$ cat config.mk
export PLATFORM = sky130hd
export DESIGN_NAME = csr_unit
export DESIGN_NICKNAME = d
export VERILOG_FILES = /design/src/rtl/csr_pkg.sv /design/src/rtl/csr_counters.sv /design/src/rtl/csr_read_mux.sv /design/src/rtl/csr_access_chk.sv /design/src/rtl/csr_unit.sv
export SDC_FILE = /design/constraint.sdc
export NUM_CORES = 1
export LEC_CHECK = 0
export BUFFER_PORTS_ARGS = -buffer_cell sky130_fd_sc_hd__buf_2
export CORE_ASPECT_RATIO = 0.9
export CORE_MARGIN = 4
export CORE_UTILIZATION = 60
export CTS_CLUSTER_DIAMETER = 200
export DETAILED_ROUTE_END_ITERATION = 12
export PLACE_DENSITY_LB_ADDON = 0.15
export SLEW_MARGIN = 0
export SYNTH_ARGS = -nofsm -noshare
export SYNTH_HDL_FRONTEND = slang
export SYNTH_HIERARCHICAL = 1
export SYNTH_SLANG_ARGS = --single-unit
$ cat constraint.sdc
create_clock -name clk -period 5.02 [get_ports clk]
set_clock_uncertainty 0.1 [all_clocks]
set_input_delay 0.502 -clock clk [delete_from_list [all_inputs] [get_ports clk]]
set_output_delay 0.502 -clock clk [all_outputs]
set_load 0.005 [all_outputs]
$ cat src/rtl/csr_pkg.sv
package csr_pkg;

    typedef enum logic [2:0] {
        OP_NONE = 3'd0,
        OP_SWAP = 3'd1,
        OP_SET  = 3'd2,
        OP_CLR  = 3'd3,
        OP_RSV  = 3'd4,
        OP_SWPI = 3'd5,
        OP_SETI = 3'd6,
        OP_CLRI = 3'd7
    } csr_op_e;

    typedef struct packed {
        logic [11:0] addr;
        csr_op_e     op;
        logic [4:0]  src;
        logic [4:0]  dst;
        logic [1:0]  priv;
    } csr_req_t;

    typedef struct packed {
        logic        valid;
        logic [31:0] rdata;
        logic        wb_en;
        logic        illegal;
    } csr_rsp_t;

    localparam int XLEN      = 32;
    localparam int CNT_W     = 64;
    localparam int NUM_CNT   = 3;

    localparam logic [11:0] A_ISA    = 12'h301;
    localparam logic [11:0] A_VENDOR = 12'hF11;
    localparam logic [11:0] A_ARCH   = 12'hF12;
    localparam logic [11:0] A_IMPL   = 12'hF13;
    localparam logic [11:0] A_HART   = 12'hF14;

    function automatic logic [XLEN-1:0] isa_word();
        logic [XLEN-1:0] w;
        w = '0;
        w[30] = 1'b1;
        w[8]  = 1'b1;
        w[12] = 1'b1;
        w[18] = 1'b1;
        w[20] = 1'b1;
        return w;
    endfunction

    function automatic logic op_known(csr_op_e op);
        return (op != OP_NONE) && (op != OP_RSV);
    endfunction

    function automatic logic op_writes(csr_op_e op, logic [4:0] src);
        case (op)
            OP_SWAP, OP_SWPI:                return 1'b1;
            OP_SET, OP_CLR, OP_SETI, OP_CLRI: return src != 5'd0;
            default:                          return 1'b0;
        endcase
    endfunction

endpackage

$ cat src/rtl/csr_counters.sv
module csr_counters
    import csr_pkg::*;
#(
    parameter int N = NUM_CNT,
    parameter int W = CNT_W
) (
    input  logic              clk,
    input  logic              rst,
    input  logic [N-1:0]      inc,
    output logic [N-1:0][W-1:0] cnt
);

    for (genvar i = 0; i < N; i++) begin : g_cnt
        always_ff @(posedge clk) begin
            if (rst)
                cnt[i] <= '0;
            else if (inc[i])
                cnt[i] <= cnt[i] + W'(1);
        end

        // each counter moves by exactly one on its enable
        p_cnt_step_r5: assert property (@(posedge clk) disable iff (rst)
            inc[i] |=> cnt[i] == $past(cnt[i]) + W'(1));
        // counter holds without enable
        p_cnt_hold_r6: assert property (@(posedge clk) disable iff (rst)
            !inc[i] |=> $stable(cnt[i]));
    end

endmodule

$ cat src/rtl/csr_read_mux.sv
module csr_read_mux
    import csr_pkg::*;
#(
    parameter int              N       = NUM_CNT,
    parameter int              W       = CNT_W,
    parameter logic [XLEN-1:0] HART_ID = '0
) (
    input  logic [11:0]           addr,
    input  logic [N-1:0][W-1:0]   cnt,
    output logic                  hit,
    output logic [XLEN-1:0]       data
);

    localparam int IDX_W = $clog2(N);

    logic            is_cnt;
    logic [IDX_W-1:0] idx;

    assign idx    = addr[IDX_W-1:0];
    assign is_cnt = (addr[11:8] == 4'hC) && (addr[6:IDX_W] == '0) && (int'(idx) < N);

    always_comb begin
        hit  = 1'b1;
        data = '0;
        if (is_cnt) begin
            data = addr[7] ? cnt[idx][W-1 -: XLEN] : cnt[idx][XLEN-1:0];
        end else begin
            case (addr)
                A_ISA:                      data = isa_word();
                A_VENDOR, A_ARCH, A_IMPL:   data = '0;
                A_HART:                     data = HART_ID;
                default:                    hit  = 1'b0;
            endcase
        end
    end

endmodule

$ cat src/rtl/csr_access_chk.sv
module csr_access_chk
    import csr_pkg::*;
(
    input  csr_req_t req,
    input  logic     hit,
    output logic     illegal
);

    logic lvl_bad, ro_bad;

    assign lvl_bad = req.addr[9:8] > req.priv;
    assign ro_bad  = (req.addr[11:10] == 2'b11) && op_writes(req.op, req.src);
    assign illegal = !hit || !op_known(req.op) || lvl_bad || ro_bad;

endmodule

$ cat src/rtl/csr_unit.sv
module csr_unit
    import csr_pkg::*;
#(
    parameter logic [31:0] HART_ID = 32'd0
) (
    input  logic        clk,
    input  logic        rst,
    input  logic        tick_i,
    input  logic        retire_i,
    input  logic        req_valid_i,
    input  logic [11:0] req_addr_i,
    input  logic [2:0]  req_funct3_i,
    input  logic [4:0]  req_rs1_i,
    input  logic [4:0]  req_rd_i,
    input  logic [1:0]  req_priv_i,
    output logic        rsp_valid_o,
    output logic [31:0] rsp_rdata_o,
    output logic        rsp_wb_en_o,
    output logic        rsp_illegal_o
);

    csr_req_t                       req;
    csr_rsp_t                       rsp_q;
    logic [NUM_CNT-1:0][CNT_W-1:0]  cnt;
    logic                           hit, illegal;
    logic [XLEN-1:0]                rdata;

    assign req.addr = req_addr_i;
    assign req.op   = csr_op_e'(req_funct3_i);
    assign req.src  = req_rs1_i;
    assign req.dst  = req_rd_i;
    assign req.priv = req_priv_i;

    // counter index equals address bits [1:0]: cycle, time, retired
    csr_counters #(.N(NUM_CNT), .W(CNT_W)) u_cnt (
        .clk (clk),
        .rst (rst),
        .inc ({retire_i, tick_i, 1'b1}),
        .cnt (cnt)
    );

    csr_read_mux #(.N(NUM_CNT), .W(CNT_W), .HART_ID(HART_ID)) u_mux (
        .addr (req.addr),
        .cnt  (cnt),
        .hit  (hit),
        .data (rdata)
    );

    csr_access_chk u_chk (
        .req     (req),
        .hit     (hit),
        .illegal (illegal)
    );

    always_ff @(posedge clk) begin
        if (rst) begin
            rsp_q <= '0;
        end else begin
            rsp_q.valid   <= req_valid_i;
            rsp_q.illegal <= req_valid_i && illegal;
            rsp_q.wb_en   <= req_valid_i && !illegal && (req.dst != 5'd0);
            rsp_q.rdata   <= (req_valid_i && !illegal) ? rdata : '0;
        end
    end

    assign rsp_valid_o   = rsp_q.valid;
    assign rsp_rdata_o   = rsp_q.rdata;
    assign rsp_wb_en_o   = rsp_q.wb_en;
    assign rsp_illegal_o = rsp_q.illegal;

    // response follows request by one cycle
    p_rsp_follow_r1: assert property (@(posedge clk) disable iff (rst)
        req_valid_i |=> rsp_valid_o);
    // privilege level too low is trapped
    p_priv_low_r2: assert property (@(posedge clk) disable iff (rst)
        req_valid_i && (req_addr_i[9:8] > req_priv_i) |=> rsp_illegal_o);
    // swap on a read-only address is trapped
    p_ro_swap_r3: assert property (@(posedge clk) disable iff (rst)
        req_valid_i && (req_addr_i[11:10] == 2'b11) && (req_funct3_i[1:0] == 2'b01)
        |=> rsp_illegal_o);
    // destination zero never writes back
    p_rd_zero_r4: assert property (@(posedge clk) disable iff (rst)
        req_valid_i && (req_rd_i == 5'd0) |=> !rsp_wb_en_o);
    // illegal access has no write-back and zero data
    p_ill_quiet_r10: assert property (@(posedge clk) disable iff (rst)
        rsp_illegal_o |-> !rsp_wb_en_o && (rsp_rdata_o == '0));

endmodule

==> qor.yml <==
outcome: "completed"
clock-sinks: 227
worstPathRequired_ns: 5.33
final_common_cell: "dfxtp_1"
end_kind: "flop"
vias_per_cell: 6.656
cts_tree: "built"
max_stage_delay_ns: 0.85
finalCritPeriodShare_pct: 64.04
io_pins: 67
die_area_sq_um: 22570
powerDensity_nw_per_um2: 291.3
gp_congestion: 0.9796
synth_fp_nets: 1486
start_util_pct: 60.92
syn_avg_cell_area_sq_um: 8.378
post-cts-setup-buffer-count: 0
placedCellCount: 1704
cts-hold-fix-buffers: 0
cpMaxStageDelayCell: "or4_1"
wirelength_um: 37040
wl_per_cell_um: 21.16
antenna_found_initial: 1
critical_path_class: "reg2reg"
drv_cap: 0
cts.clk_slew.worst_paths_ns: 0.06
drive_gt1_share_pct: 11.78
async_flop_share_pct: 0
path_max_fanout: 23
final_hold_viol_count: 0
vias: 11648
drtIter0Drc: 1386
synth_area_leaders: "dfxtp_1 37%, nor2_1 4.4%, nand4_1 4.4%, xor2_1 4.0%, xnor2_1 4.0%"
grt.total_usage_pct: 31.90
area_growth_pct: 10.50
dp_hpwl_um: 26420
fmax_ghz: 0.3110
whs_ns: 0.07982
worst_pin_slew_ns: 1.180
worst_setup_path_start_kind: "flop"
syn_inst: 1449
die_height_um: 142.9
port_buffers: 65
htreeDepth: 1
ys_seq_area_share_pct: 37.44
slew_violations: 0
arrival_ns: 3.52
fp.coreArea_sq_um: 19930
ant_nets: 0
syn_area_sq_um: 12140
yosys.area.top_type: "dfxtp_1"
setup_viol: 0
p_leak_uw: 0.004339
ir_drop_v: 0.0002293
layout_min_cycle_time_ns: 3.215
firstDrtPassIters: 9
insertion_delay_ns: 0.53
stdcell_count: 1750
crit_chain: "nand4_1 -> or4_1 -> or4_4 -> nor4_1 -> mux2_2"
layout_common_cells: "227 x dfxtp_1, 143 x nor2_1, 86 x nand2_1"
synth_top_area_share_pct: 37.44
relSlewSlack_pct: 21.22
gr-total-overflow: 0
std_cell_rows: 49
synth.distinct_cells: 55
synth-seq-cells: 227
cts-resized-gates: 0
grt_pass1_vias: 10203
clk_root_buffer_cell: "clkbuf_16"
grt_setup_unrepaired: "no"
cts_buffers: 25
drc: 0
nets: 1513
clock_path_buffers: 3
synth_edf_count: 0
ys.flop_type: "dfxtp_1"
synth_warnings: 6
die_w_um: 157.9
worstHoldPathType: "in2reg"
grt_pass1_wl_um: 57260
grt_start_max_net_pins: 81
fin_tns_setup_ns: 0
Yosys cell counts (5+ instances only):
cell type  number
and3_1         20
inv_1          36
ha_1            5
a211oi_1       27
nand3_1        84
a221oi_1       37
clkbuf_1       48
or4_1          29
a21oi_1        70
mux2_1         26
xnor2_1        55
nor3_1         43
xor2_1         56
nor2_1        143
nand2_1        86
dfxtp_1       227
buf_6           6
o21ai_0        45
nor4b_1         5
o31ai_1        28
nor4_1         47
nand4_1        85
or2_2           5
nor2b_1         8
and4_1         13
buf_2          12
and2_1         40
a22oi_1        26
or3_1          51
mux2_2         40
metal layers:
metal	global-route usage, %	wire [um]	vias up
li1	-	-	5444
met1	45.78	15600	5517
met2	48.37	15980	607
met3	6.182	3999	80
met4	10.73	1450	0
met5	0	0	-
logic make-up after synthesis:
kind of cell               Yosys count  synth area share [%]
adders and majority gates            5                0.5154
and+or+nand+nor                    672                 29.78
buffers and inverters              114                 4.174
muxes                               71                 6.576
other                                1               0.03089
DFF                                227                 37.44
xor gates and xnor gates           111                 8.009
AOI/OAI and AO/OA                  248                 13.48
final timing paths:
kind	slack [ns]	end	cells past startpoint	startpoint
worst max-delay path	1.81	u_cnt/cnt[63]	5	u_cnt/cnt[14]
worst min-delay path	0.08	rsp_wb_en_o	2	req_rd_i[1]
worst max register to register	1.81	u_cnt/cnt[63]	5	u_cnt/cnt[14]
worst min register to register	0.41	u_cnt/cnt[190]	2	u_cnt/cnt[190]
sequential cells by signal (all words and copies together) (netlist names):
register and cells:
rsp_illegal_o 1, rsp_rdata_o 32, rsp_valid_o 1, rsp_wb_en_o 1, u_cnt/cnt 192
stage by stage:
step | worst slack [ns] | util, % | total power (uW) | cell area (sq um)
after floorplan | 2.320 | - | 1951 | 12140
after global placement | 1.914 | 62.93 | 1990 | 12540
after detailed placement | 1.785 | 62.93 | 1991 | 12540
after CTS | 1.854 | 67.31 | 3926 | 13410
after global routing | 1.675 | 67.31 | 4017 | 13410
final | 1.805 | 67.32 | 3907 | 13410
critical path, delay by kind of cell (launching register included):
kind / cells / cell delay (ns)
DFF: 1 / 0.43
muxes: 1 / 0.36
and+or+nand+nor: 4 / 2.19
where the power goes:
| part | leakage (uW) | total [uW] | switching (uW) | internal (uW) |
|---|---|---|---|---|
| Clock | 0.000426 | 1950 | 758 | 1190 |
| Combinational | 0.00208 | 136 | 92.6 | 43.0 |
| Sequential | 0.00183 | 1820 | 12.3 | 1810 |
| Total | 0.00434 | 3910 | 863 | 3040 |
layout make-up:
| cell class | instances | area [sq um] |
|---|---|---|
| inverters | 37 | 138.9 |
| well taps | 255 | 319.1 |
| multi-input cells | 1108 | 7102 |
| fillers | 1685 | 6511 |
| repair buffers | 77 | 434.2 |
| flip-flops and latches | 227 | 4544 |
| clock buffers | 34 | 709.4 |
| diodes | 1 | 2.502 |
| clock inverters | 11 | 163.9 |
No activity file was read; power rests on OpenSTA's default activity.
